`config.mk`:
```
export PLATFORM = sky130hd
export DESIGN_NAME = dac_frame_rx
export DESIGN_NICKNAME = d
export VERILOG_FILES = /design/src/rtl/dfr_pkg.sv /design/src/rtl/dfr_sync.sv /design/src/rtl/dfr_shifter.sv /design/src/rtl/dfr_commit.sv /design/src/rtl/dac_frame_rx.sv
export SDC_FILE = /design/constraint.sdc
export NUM_CORES = 1
export LEC_CHECK = 0
export ABC_AREA = 1
export BUFFER_PORTS_ARGS = -buffer_cell sky130_fd_sc_hd__buf_2
export CORE_UTILIZATION = 25
export DETAILED_ROUTE_END_ITERATION = 8
export PLACE_DENSITY = 0.42
export SETUP_SLACK_MARGIN = 0.15
export SYNTH_ARGS = -nofsm -noshare
export SYNTH_HDL_FRONTEND = slang
export SYNTH_SLANG_ARGS = --single-unit
export TNS_END_PERCENT = 10
```
`constraint.sdc`:
```
create_clock -name clk -period 1.5 [get_ports clk]
set_clock_uncertainty 0.05 [all_clocks]
set_input_delay 0.225 -clock clk [delete_from_list [all_inputs] [get_ports clk]]
set_output_delay 0.225 -clock clk [all_outputs]
set_load 0.02 [all_outputs]
```
`src/rtl/dfr_pkg.sv`:
```
package dfr_pkg;
  localparam int FRAME_BITS = 16;
  localparam int MODE_MSB   = FRAME_BITS - 1;
  localparam int CODE_MSB   = FRAME_BITS - 3;

  typedef enum logic [1:0] {
    PD_NORMAL    = 2'b00,
    PD_PULL_LOW  = 2'b01,
    PD_PULL_WEAK = 2'b10,
    PD_HIZ       = 2'b11
  } pd_mode_e;
endpackage

```
`src/rtl/dfr_sync.sv`:
```
module dfr_sync #(
  parameter int WIDTH  = 3,
  parameter int STAGES = 2
) (
  input  logic             clk,
  input  logic             rst,
  input  logic [WIDTH-1:0] d,
  output logic [WIDTH-1:0] q
);
  logic [WIDTH-1:0] stg [STAGES];

  always_ff @(posedge clk) begin
    if (rst) stg[0] <= '0;
    else     stg[0] <= d;
  end

  for (genvar i = 1; i < STAGES; i++) begin : g_stage
    always_ff @(posedge clk) begin
      if (rst) stg[i] <= '0;
      else     stg[i] <= stg[i-1];
    end
  end

  assign q = stg[STAGES-1];
endmodule

```
`src/rtl/dfr_shifter.sv`:
```
module dfr_shifter
  import dfr_pkg::*;
(
  input  logic                  clk,
  input  logic                  rst,
  input  logic                  sel_n_s,
  input  logic                  sck_s,
  input  logic                  sdi_s,
  output logic                  frame_done,
  output logic [FRAME_BITS-1:0] frame_word
);
  localparam int CNT_W = $clog2(FRAME_BITS);

  logic             sel_q, sck_q, armed;
  logic [CNT_W-1:0] cnt;
  logic [FRAME_BITS-1:0] shreg;
  logic sck_fall, sel_fall, take;

  assign sck_fall   = sck_q & ~sck_s;
  assign sel_fall   = sel_q & ~sel_n_s;
  assign take       = sck_fall & armed & ~sel_n_s;
  assign frame_done = take && (cnt == CNT_W'(FRAME_BITS-1));
  assign frame_word = {shreg[FRAME_BITS-2:0], sdi_s};

  always_ff @(posedge clk) begin
    if (rst) begin
      sel_q <= 1'b0;
      sck_q <= 1'b0;
      armed <= 1'b0;
      cnt   <= '0;
      shreg <= '0;
    end else begin
      sel_q <= sel_n_s;
      sck_q <= sck_s;
      if (sel_n_s) begin
        armed <= 1'b0;
      end else if (sel_fall) begin
        armed <= 1'b1;
        cnt   <= '0;
      end else if (take) begin
        shreg <= frame_word;
        cnt   <= cnt + 1'b1;
        if (frame_done) armed <= 1'b0;
      end
    end
  end

  AST_DONE_DISARMS: assert property (@(posedge clk) disable iff (rst)
    frame_done |=> !armed);
  AST_SELECT_HIGH_IDLE: assert property (@(posedge clk) disable iff (rst)
    sel_n_s |=> !armed);
endmodule

```
`src/rtl/dfr_commit.sv`:
```
module dfr_commit
  import dfr_pkg::*;
#(
  parameter int DATA_W = 12
) (
  input  logic                  clk,
  input  logic                  rst,
  input  logic                  frame_done,
  input  logic [FRAME_BITS-1:0] frame_word,
  output logic [DATA_W-1:0]     code,
  output pd_mode_e              pd,
  output logic                  upd
);
  localparam int CODE_LSB = CODE_MSB - DATA_W + 1;

  always_ff @(posedge clk) begin
    if (rst) begin
      code <= '0;
      pd   <= PD_NORMAL;
      upd  <= 1'b0;
    end else begin
      upd <= frame_done;
      if (frame_done) begin
        code <= frame_word[CODE_MSB:CODE_LSB];
        pd   <= pd_mode_e'(frame_word[MODE_MSB:MODE_MSB-1]);
      end
    end
  end

  AST_STROBE_SINGLE: assert property (@(posedge clk) disable iff (rst)
    upd |=> !upd);
  AST_HOLD_BETWEEN: assert property (@(posedge clk) disable iff (rst)
    !upd |-> ($stable(code) && $stable(pd)));
endmodule

```
`src/rtl/dac_frame_rx.sv`:
```
module dac_frame_rx
  import dfr_pkg::*;
#(
  parameter int DATA_W      = 12,
  parameter int SYNC_STAGES = 2
) (
  input  logic              clk,
  input  logic              rst,
  input  logic              sel_n_in,
  input  logic              sck_in,
  input  logic              sdi_in,
  output logic [DATA_W-1:0] code_out,
  output logic [1:0]        pd_out,
  output logic              upd_out
);
  logic [2:0]            raw_bus, sync_bus;
  logic                  frame_done;
  logic [FRAME_BITS-1:0] frame_word;
  pd_mode_e              pd_mode;

  assign raw_bus = {sel_n_in, sck_in, sdi_in};

  dfr_sync #(.WIDTH(3), .STAGES(SYNC_STAGES)) u_sync (
    .clk(clk), .rst(rst), .d(raw_bus), .q(sync_bus)
  );

  dfr_shifter u_shift (
    .clk(clk), .rst(rst),
    .sel_n_s(sync_bus[2]), .sck_s(sync_bus[1]), .sdi_s(sync_bus[0]),
    .frame_done(frame_done), .frame_word(frame_word)
  );

  dfr_commit #(.DATA_W(DATA_W)) u_commit (
    .clk(clk), .rst(rst),
    .frame_done(frame_done), .frame_word(frame_word),
    .code(code_out), .pd(pd_mode), .upd(upd_out)
  );

  assign pd_out = pd_mode;

  AST_RESET_CLEARS: assert property (@(posedge clk) disable iff (rst)
    $past(rst) |-> (code_out == '0 && pd_out == 2'b00 && !upd_out));
endmodule

```
Yosys cells after proc, flatten, opt, wreduce, memory -nomap -nowiden
Memories as Yosys holds them, arrays and structs flattened.
Cells that the tools add are included.
Storage, ports and cells
  bits in registers: 37
  memory bits (writable): 6
  bits of input ports: 5
  output and inout port bits: 15
  memories: 1
Cells by class
  $add $sub $neg: 1
  equal/unequal tests: 1
  mux-type cells: 10
  bitwise logic cells: 9
  reduce and logical (&&, ||, !) cells: 7
Memories
  u_sync.stg: words 2, bits a word 3, rd ports 2, clocked after Yosys merged registers in 0, wr ports 2, line dfr_sync.sv:10  | logic [WIDTH-1:0] stg [STAGES];
Operators by type and width (count)
  $mux W4: 2
  $mux W1: 6
  $mux W3: 2
  $add A4 B1 Y4 const B: 1
  $and A1 B1 Y1: 4
  $eq A4 B4 Y1 const B: 1
  $reduce_and A2 Y1: 2
  $reduce_bool A2 Y1: 2
  $not A1 Y1: 3
  $reduce_and A3 Y1: 1
  $or A1 B1 Y1: 2
  $reduce_or A2 Y1: 1
  $logic_and A1 B1 Y1: 1

Depth between registers and ports, before layout
Gate-level depths: netlist of the first run.
  depth after elaboration: 8
  gate-level depth with buffers: 8
  depth with buffers taken out: 7

Modules after synthesis
A second synthesis of the first run with hierarchy kept.
Second synthesis, totals
  cell total of the unflattened synthesis: 254
  area total of the unflattened synthesis: 1729.2 um2
By module, submodules not included
  dfr_shifter: instances 1, cells each 144, area each 958.4 um2, sequential area each 440.4 um2
  dfr_commit: instances 1, cells each 92, area each 605.6 um2, sequential area each 300.3 um2
  dfr_sync: instances 1, cells each 18, area each 165.2 um2, sequential area each 120.1 um2

Least setup slack after synthesis of the first run
Ideal clock, no wire load.
  path type: flip-flop to flip-flop
  start: register u_shift.cnt[0]
  end: register u_commit.code[10]
  setup time: 0.113 ns
  arrival time: 1.168 ns
  required time: 1.337 ns
  setup slack: 0.169 ns
  cell stages (with the launch flop): 8
  buffers on the path: 1
  path through: dfxtp_1 ha_1 nand2_1 nor2_1 nand2_4 buf_4 o21ai_1 nor2_1
Between the ends
  word-level cells in the longest chain between the ends: 2
Ends and longest elaborated chain
  start: declaration: line dfr_shifter.sv:15  | logic [CNT_W-1:0] cnt;
  start signal: assignment: line dfr_shifter.sv:42  | cnt <= cnt + 1'b1;
  $eq A4 B4 Y1: line dfr_shifter.sv:22  | assign frame_done = take && (cnt == CNT_W'(FRAME_BITS-1));
  $logic_and A1 B1 Y1: line dfr_shifter.sv:22
  end signal: assignment: line dfr_commit.sv:24  | code <= frame_word[CODE_MSB:CODE_LSB];
  end: declaration: line dfr_commit.sv:10  | output logic [DATA_W-1:0] code,
Every way passes these cells.
A chain may end at the register's enable or synchronous reset.

Final worst setup path of the first run
  start: register u_shift.cnt[1]
  end: register u_commit.code[8]
Same word-level chain as after synthesis.

==> results of run 1 <==
-- registers in the layout, summed over array words and instances, names as in the netlist --
register	cells
u_commit.code	12
u_commit.pd	2
u_commit.upd	1
u_shift.armed	1
u_shift.cnt	4
u_shift.sck_q	1
u_shift.sel_q	1
u_shift.shreg	15
u_sync.stg	6
-- layout by cell type, fill, tap and decap left out, types with 2 or more instances in the layout --
| cell | netlist | layout |
|---|---|---|
| nor2_1 | 43 | 42 |
| dfxtp_1 | 43 | 41 |
| nand2_1 | 25 | 24 |
| buf_2 | 0 | 19 |
| nand3_1 | 16 | 16 |
| a21oi_1 | 16 | 16 |
| inv_1 | 11 | 11 |
| buf_4 | 4 | 10 |
| clkbuf_8 | 0 | 7 |
| o21ai_2 | 0 | 6 |
| o21ai_1 | 8 | 6 |
| inv_2 | 3 | 3 |
| nand2_4 | 1 | 3 |
| o21ai_0 | 7 | 3 |
| nand2_2 | 3 | 2 |
| nand2_8 | 0 | 2 |
| nor2_4 | 0 | 2 |
| nor3_1 | 2 | 2 |
| nand4_1 | 2 | 2 |
| dfxtp_4 | 0 | 2 |
-- worst paths after layout --
| kind | from | endpoint | slack [ns] |
|---|---|---|---|
| min | sdi_in | u_sync.stg[0][0] | 0.09 |
| min reg2reg | u_sync.stg[0][2] | u_sync.stg[1][2] | 0.35 |
| max reg2reg | u_shift.cnt[1] | u_commit.code[8] | 0.21 |
| max | u_shift.cnt[1] | u_commit.code[8] | 0.21 |
-- layout make-up --
| class | count | area share (%) |
|---|---|---|
| sequential | 43 | 42.06 |
| multi-input combinational | 129 | 33.64 |
| timing repair buffer | 32 | 11.15 |
| clock buffer | 8 | 4.848 |
| tap | 75 | 4.545 |
| inverter | 15 | 3.333 |
| timing repair inverter | 1 | 0.4242 |
-- repair_timing --
item | CTS | global route
gates resized for setup | 5 | 25
hold buffers | 0 | 0
endpoints found under the setup margin | 14 | 34
setup buffers | 0 | 7
gates cloned | 1 | 4
pin swaps | 1 | 7
-- stage by stage --
stage / utilization, % / std cells
after global placement: 28.95 / 283
after global routing: 34.46 / 303
after floorplan: - / 194
after CTS: 30.91 / 292
after detailed placement: 28.95 / 283
final: 34.46 / 303
-- layer usage --
metal  up-vias  share of wire [%]
li1        690                  -
met3         7                3.1
met1       602                 49
met2        18                 46
met4         0                1.5
met5         -                  0
-- cell families after synthesis --
| family | share of synthesized area (%) |
|---|---|
| adder cells (fa/ha/maj) | 0.7980 |
| flip-flops | 54.91 |
| AND/OR/NAND/NOR | 26.82 |
| AO/OA/AOI/OAI | 9.896 |
| buffers and inverters | 7.582 |
-- Yosys cell counts --
| master | number | area, um^2 |
|---|---|---|
| nand2_2 | 3 | 18.77 |
| o21ai_0 | 7 | 35.03 |
| nand2_4 | 1 | 11.26 |
| ha_1 | 1 | 12.51 |
| buf_4 | 4 | 30.03 |
| a21oi_1 | 16 | 80.08 |
| nor2_8 | 1 | 20.02 |
| inv_1 | 11 | 41.29 |
| nand3_1 | 16 | 80.08 |
| nor2_1 | 43 | 161.4 |
| nand4_1 | 2 | 12.51 |
| nand2_1 | 25 | 93.84 |
| inv_4 | 1 | 6.260 |
| nor3_1 | 2 | 10.01 |
| buf_6 | 1 | 11.26 |
| dfxtp_1 | 43 | 860.8 |
| clkbuf_1 | 5 | 18.77 |
| inv_2 | 3 | 11.26 |
| o21ai_1 | 8 | 40.04 |
| nor3b_2 | 1 | 12.51 |
-- tightest hold or removal path: stages --
cell and delay, ns:
buf_2 0.07, inv_1 0.03, nor2_1 0.06
-- power by group through the flow --
| stage | logic [uW] | registers, uW | clock network (uW) |
|---|---|---|---|
| after floorplan | 41.5 | 1180 | 0 |
| after CTS | 65.2 | 1150 | 833 |
| after global placement | 64.9 | 1180 | 0 |
| after detailed placement | 65.1 | 1180 | 0 |
| final | 72.7 | 1150 | 797 |
| after global routing | 81.4 | 1150 | 881 |
==> impl_metrics.env, run 1 <==
export IMPL_status="finished, final reports clean"
export IMPL_rows=28
export IMPL_p_comb_share_pct=3.6
export IMPL_cts_root_buf="clkbuf_8"
export IMPL_slew_headroom_pct=82.22
export IMPL_cp_required_ns=1.64
export IMPL_grt_pass1_wl_um=5644
export IMPL_grt_usage_pct=11.36
export IMPL_drv_slew=0
export IMPL_clk_latency_ns=0.29
export IMPL_dieArea_mm2=0.006592
export IMPL_cp_top_family="simple AND/OR/NAND/NOR gates"
export IMPL_postRouteWirelength_um=3543
export IMPL_fin_crit_sh_pct=86.31
export IMPL_met1_usage_pct=14.79
export IMPL_path_buf_inv=0
export IMPL_tightest_slew_ns=0.2661
export IMPL_p_sw_share_pct=21.19
export IMPL_cts_tree="done"
export IMPL_syn_avg_cell_area_um2=8.081
export IMPL_num_io_pins=20
export IMPL_cellPowerDensity_mw_per_mm2=978.7
export IMPL_p_int_uw=1592
export IMPL_routedWlPerCell_um=11.69
export IMPL_r2r_cells=6
export IMPL_antenna_found_initial=0
export IMPL_grt_max_degree=25
export IMPL_total_power_uw=2021
export IMPL_core_area_mm2=0.005991
export IMPL_die_h_um=81.19
export IMPL_p_leak_uw=0.0008570
export IMPL_drt_initial_drc_count=74
export IMPL_fin_area_mm2=0.002064
export IMPL_post_place_ws_ns=0.06564
export IMPL_path_cells="ha_4 > nand2_2 > nor2_4 > nand2_4 > o21ai_2 > nor2_1"
export IMPL_grt_overflow=0
export IMPL_critPathMaxStageDelay_ns=0.37
export IMPL_crit_arrival_ns=1.44
export IMPL_regArea_um2=868.3
export IMPL_whs_ns=0.08854
export IMPL_grt_pass1_vias=1200
export IMPL_maxCapViolations=0
export IMPL_fill_cells=646
export IMPL_rsz0062_at_grt="true"
export IMPL_ys_warn_count=0
export IMPL_clock_sinks=43
export IMPL_floorplan_initialDensity_pct=26.17
export IMPL_drc_errors=0
export IMPL_cts_buffers=5
export IMPL_htree_num_levels=2
export IMPL_antennaDiodeCount=0
export IMPL_fin_tns_setup_ns=0
export IMPL_fp_dieW_um=81.19
export IMPL_max_vdd_ir_drop_uv=462.4
export IMPL_place_area_mm2=0.001734
export IMPL_clockBufferDepth=2
export IMPL_viasPerCell=4.347
export IMPL_portBuffers=19
export IMPL_firstDrtPassIters=4
export IMPL_setup_viol=0
export IMPL_cp_start_kind="flip-flop"
export IMPL_syn_area_mm2=0.001568
export IMPL_antenna_left=0
export IMPL_ys_seq_area_share_pct=54.91
export IMPL_cp_slowest_cell="dfxtp_4"
export IMPL_worst_path_stages=6
export IMPL_drive_gt1_share_pct=28.07
export IMPL_synthToLayoutAreaGrowth_pct=31.68
export IMPL_dp_hpwl_um=2138
export IMPL_routabilityCongestion=0.6710
export IMPL_clk_pin_slew_ns=0.08
export IMPL_fmax_ghz=0.7724
export IMPL_grt_use_met3_pct=3.371
export IMPL_hold_depth=3
export IMPL_power_switching_uw=428.2
export IMPL_ys_ff_latch=43
export IMPL_nets=233
export IMPL_gr_max_usage_layer="met2"
export IMPL_clockPowerShare_pct=39.4
export IMPL_synth_distinct_cells=20
export IMPL_fin_ws_ns=0.2054
export IMPL_path_class="flip-flop to flip-flop"
export IMPL_dr_total_vias=1317
export IMPL_p_seq_share_pct=57.0
export IMPL_syn_nets=200
export IMPL_hold_violations=0
export IMPL_finalCriticalPeriod_ns=1.295
export IMPL_crit_fanout=8
export IMPL_multi_input_area_um2=694.4
export IMPL_use_met2_pct=17.31
export IMPL_synthCells=194
export IMPL_hold_class="primary input to flip-flop"
export IMPL_cp_end_kind="flip-flop"
Power figures use the tool's default switching activity.
==> inputs of run 2 (changes only) <==
Settings changed: BUFFER_PORTS_ARGS -buffer_cell sky130_fd_sc_hd__buf_2 to -buffer_cell sky130_fd_sc_hd__buf_4.
==> run 2 against run 1 <==
  * Largest power group unchanged
  * Fmax rose by 0.35%
  * Highest routed layer unchanged
  * Sequential share of layout area rose by 1.1 points
  * Hold slack got worse by 0.0055 ns
  * Largest cell class unchanged
  * Setup slack improved by 0.0045 ns
==> impl_metrics.env, run 2 (synthesis results as in run 1) <==
export IMPL_floorplan_initialDensity_pct=26.17
export IMPL_drive_gt1_share_pct=25.33
export IMPL_dr_total_vias=1295
export IMPL_fp_dieW_um=81.19
export IMPL_place_inst=283
export IMPL_grt_max_degree=16
export IMPL_grt_usage_pct=11.74
export IMPL_largest_reg_flops=15
export IMPL_antenna_left=0
export IMPL_cts_buffers=5
export IMPL_fin_crit_sh_pct=86.01
export IMPL_dp_hpwl_um=2170
export IMPL_drt_initial_drc_count=75
export IMPL_postRouteWirelength_um=3583
export IMPL_post_place_ws_ns=0.05353
export IMPL_fmax_ghz=0.7751
export IMPL_drv_slew=0
export IMPL_cp_start_kind="flip-flop"
export IMPL_maxCapViolations=0
export IMPL_viasPerCell=4.317
export IMPL_multi_input_area_um2=658.1
export IMPL_crit_fanout=7
export IMPL_clk_latency_ns=0.29
export IMPL_tightest_slew_ns=0.5685
export IMPL_grt_pass1_wl_um=5740
export IMPL_synthToLayoutAreaGrowth_pct=28.25
export IMPL_crit_arrival_ns=1.48
export IMPL_clockBufferDepth=2
export IMPL_dieArea_mm2=0.006592
export IMPL_clock_sinks=43
export IMPL_hold_violations=0
export IMPL_path_class="flip-flop to flip-flop"
export IMPL_hold_class="primary input to flip-flop"
export IMPL_hold_depth=3
export IMPL_setup_viol=0
export IMPL_slew_headroom_pct=61.70
export IMPL_rrSetupSlack_ns=0.21
export IMPL_status="finished, final reports clean"
export IMPL_core_area_mm2=0.005991
export IMPL_cts_hold_buf=0
export IMPL_final_common_cell="nor2_1"
export IMPL_portBuffers=19
export IMPL_antenna_found_initial=0
export IMPL_grt_pass1_vias=1205
export IMPL_largest_register="u_shift.shreg"
export IMPL_routabilityCongestion=0.6691
export IMPL_r2r_cells=7
export IMPL_cellPowerDensity_mw_per_mm2=979.6
export IMPL_fin_ws_ns=0.2098
export IMPL_finalCriticalPeriod_ns=1.290
export IMPL_firstDrtPassIters=5
export IMPL_htree_num_levels=2
export IMPL_nets=231
export IMPL_fin_util_pct=33.56
export IMPL_max_vdd_ir_drop_uv=320.6
export IMPL_finalNonFillerCells=300
export IMPL_rows=28
export IMPL_cts_root_buf="clkbuf_8"
export IMPL_cp_end_kind="flip-flop"
export IMPL_regArea_um2=868.3
export IMPL_place_area_mm2=0.001782
export IMPL_clk_pin_slew_ns=0.08
export IMPL_grt_overflow=0
export IMPL_p_leak_uw=0.0008449
export IMPL_rsz0062_at_grt="true"
export IMPL_num_io_pins=20
export IMPL_routedWlPerCell_um=11.94
export IMPL_drc_errors=0
export IMPL_fin_area_mm2=0.002011
export IMPL_fin_tns_setup_ns=0
export IMPL_largestRegisters="u_shift.shreg: 15 flops, u_commit.code: 12 flops, u_sync.stg: 6 flops"
export IMPL_cp_required_ns=1.69
export IMPL_fill_cells=648
export IMPL_final_cell_mix="42 x nor2_1, 41 x dfxtp_1, 30 x buf_4, 24 x nand2_1"
export IMPL_die_h_um=81.19
export IMPL_cts_tree="done"
export IMPL_antennaDiodeCount=0
==> run 2: cell types whose count changed in the layout (fill, tap and decap cells not counted), sizes merged <==
cell    previous run  this run
buf               31        30
clkinv             1         2
clkbuf             9         6
==> run 2: critical path, stage by stage (launching register included) <==
cell and delay (ns):
dfxtp_4 0.38, ha_4 0.15, nand2_4 0.05, nor2_4 0.20, nand2_4 0.15, inv_6 0.12
nor2_1 0.04, nor2_1 0.08
==> run 2: area by class of cell <==
| type | instances | share of cell area (%) |
|---|---|---|
| sequential | 43 | 43.19 |
| clock inverter | 1 | 0.2489 |
| inverter | 15 | 3.423 |
| timing repair inverter | 1 | 0.4356 |
| clock buffer | 6 | 4.107 |
| tap | 75 | 4.667 |
| multi-input combinational | 129 | 32.73 |
| timing repair buffer | 30 | 11.20 |
==> run 2: worst paths after layout <==
kind | from | endpoint
worst min register to register | u_sync.stg[0][2] | u_sync.stg[1][2]
worst max register to register | u_shift.cnt[0] | u_commit.code[0]
worst max-delay path | u_shift.cnt[0] | u_commit.code[0]
worst min-delay path | sel_n_in | u_sync.stg[0][2]
==> run 2: timing repair <==
item | in CTS | in global routing
resized for setup | 4 | 17
endpoints found under the setup margin | 14 | 32
buffers inserted | 0 | 6
gates cloned | 1 | 3
pin swaps | 1 | 6
endpoints found under the hold margin | 0 | 0
==> run 2: metrics by stage <==
step,power (uW),hold WS (ns)
2_1_floorplan,1222,0.2820
3_3_place_gp,1247,0.3413
3_5_place_dp,1247,0.3455
4_1_cts,1994,0.07630
5_1_grt,2061,0.08015
6_report,1970,0.08304
==> run 2: routing by layer <==
| layer | up-vias | part of all wire [%] | global-route usage, % |
|---|---|---|---|
| li1 | 683 | - | - |
| met1 | 585 | 49 | 14.80 |
| met2 | 19 | 46 | 18.40 |
| met3 | 8 | 3.0 | 3.034 |
| met4 | 0 | 2.0 | 5.893 |
| met5 | - | 0 | 0 |
==> run 2: power breakdown <==
part / internal, uW / switching, uW
Combinational: 24.2 / 44.9
Clock: 362 / 388
Sequential: 1150 / 3.97
Total: 1530 / 437
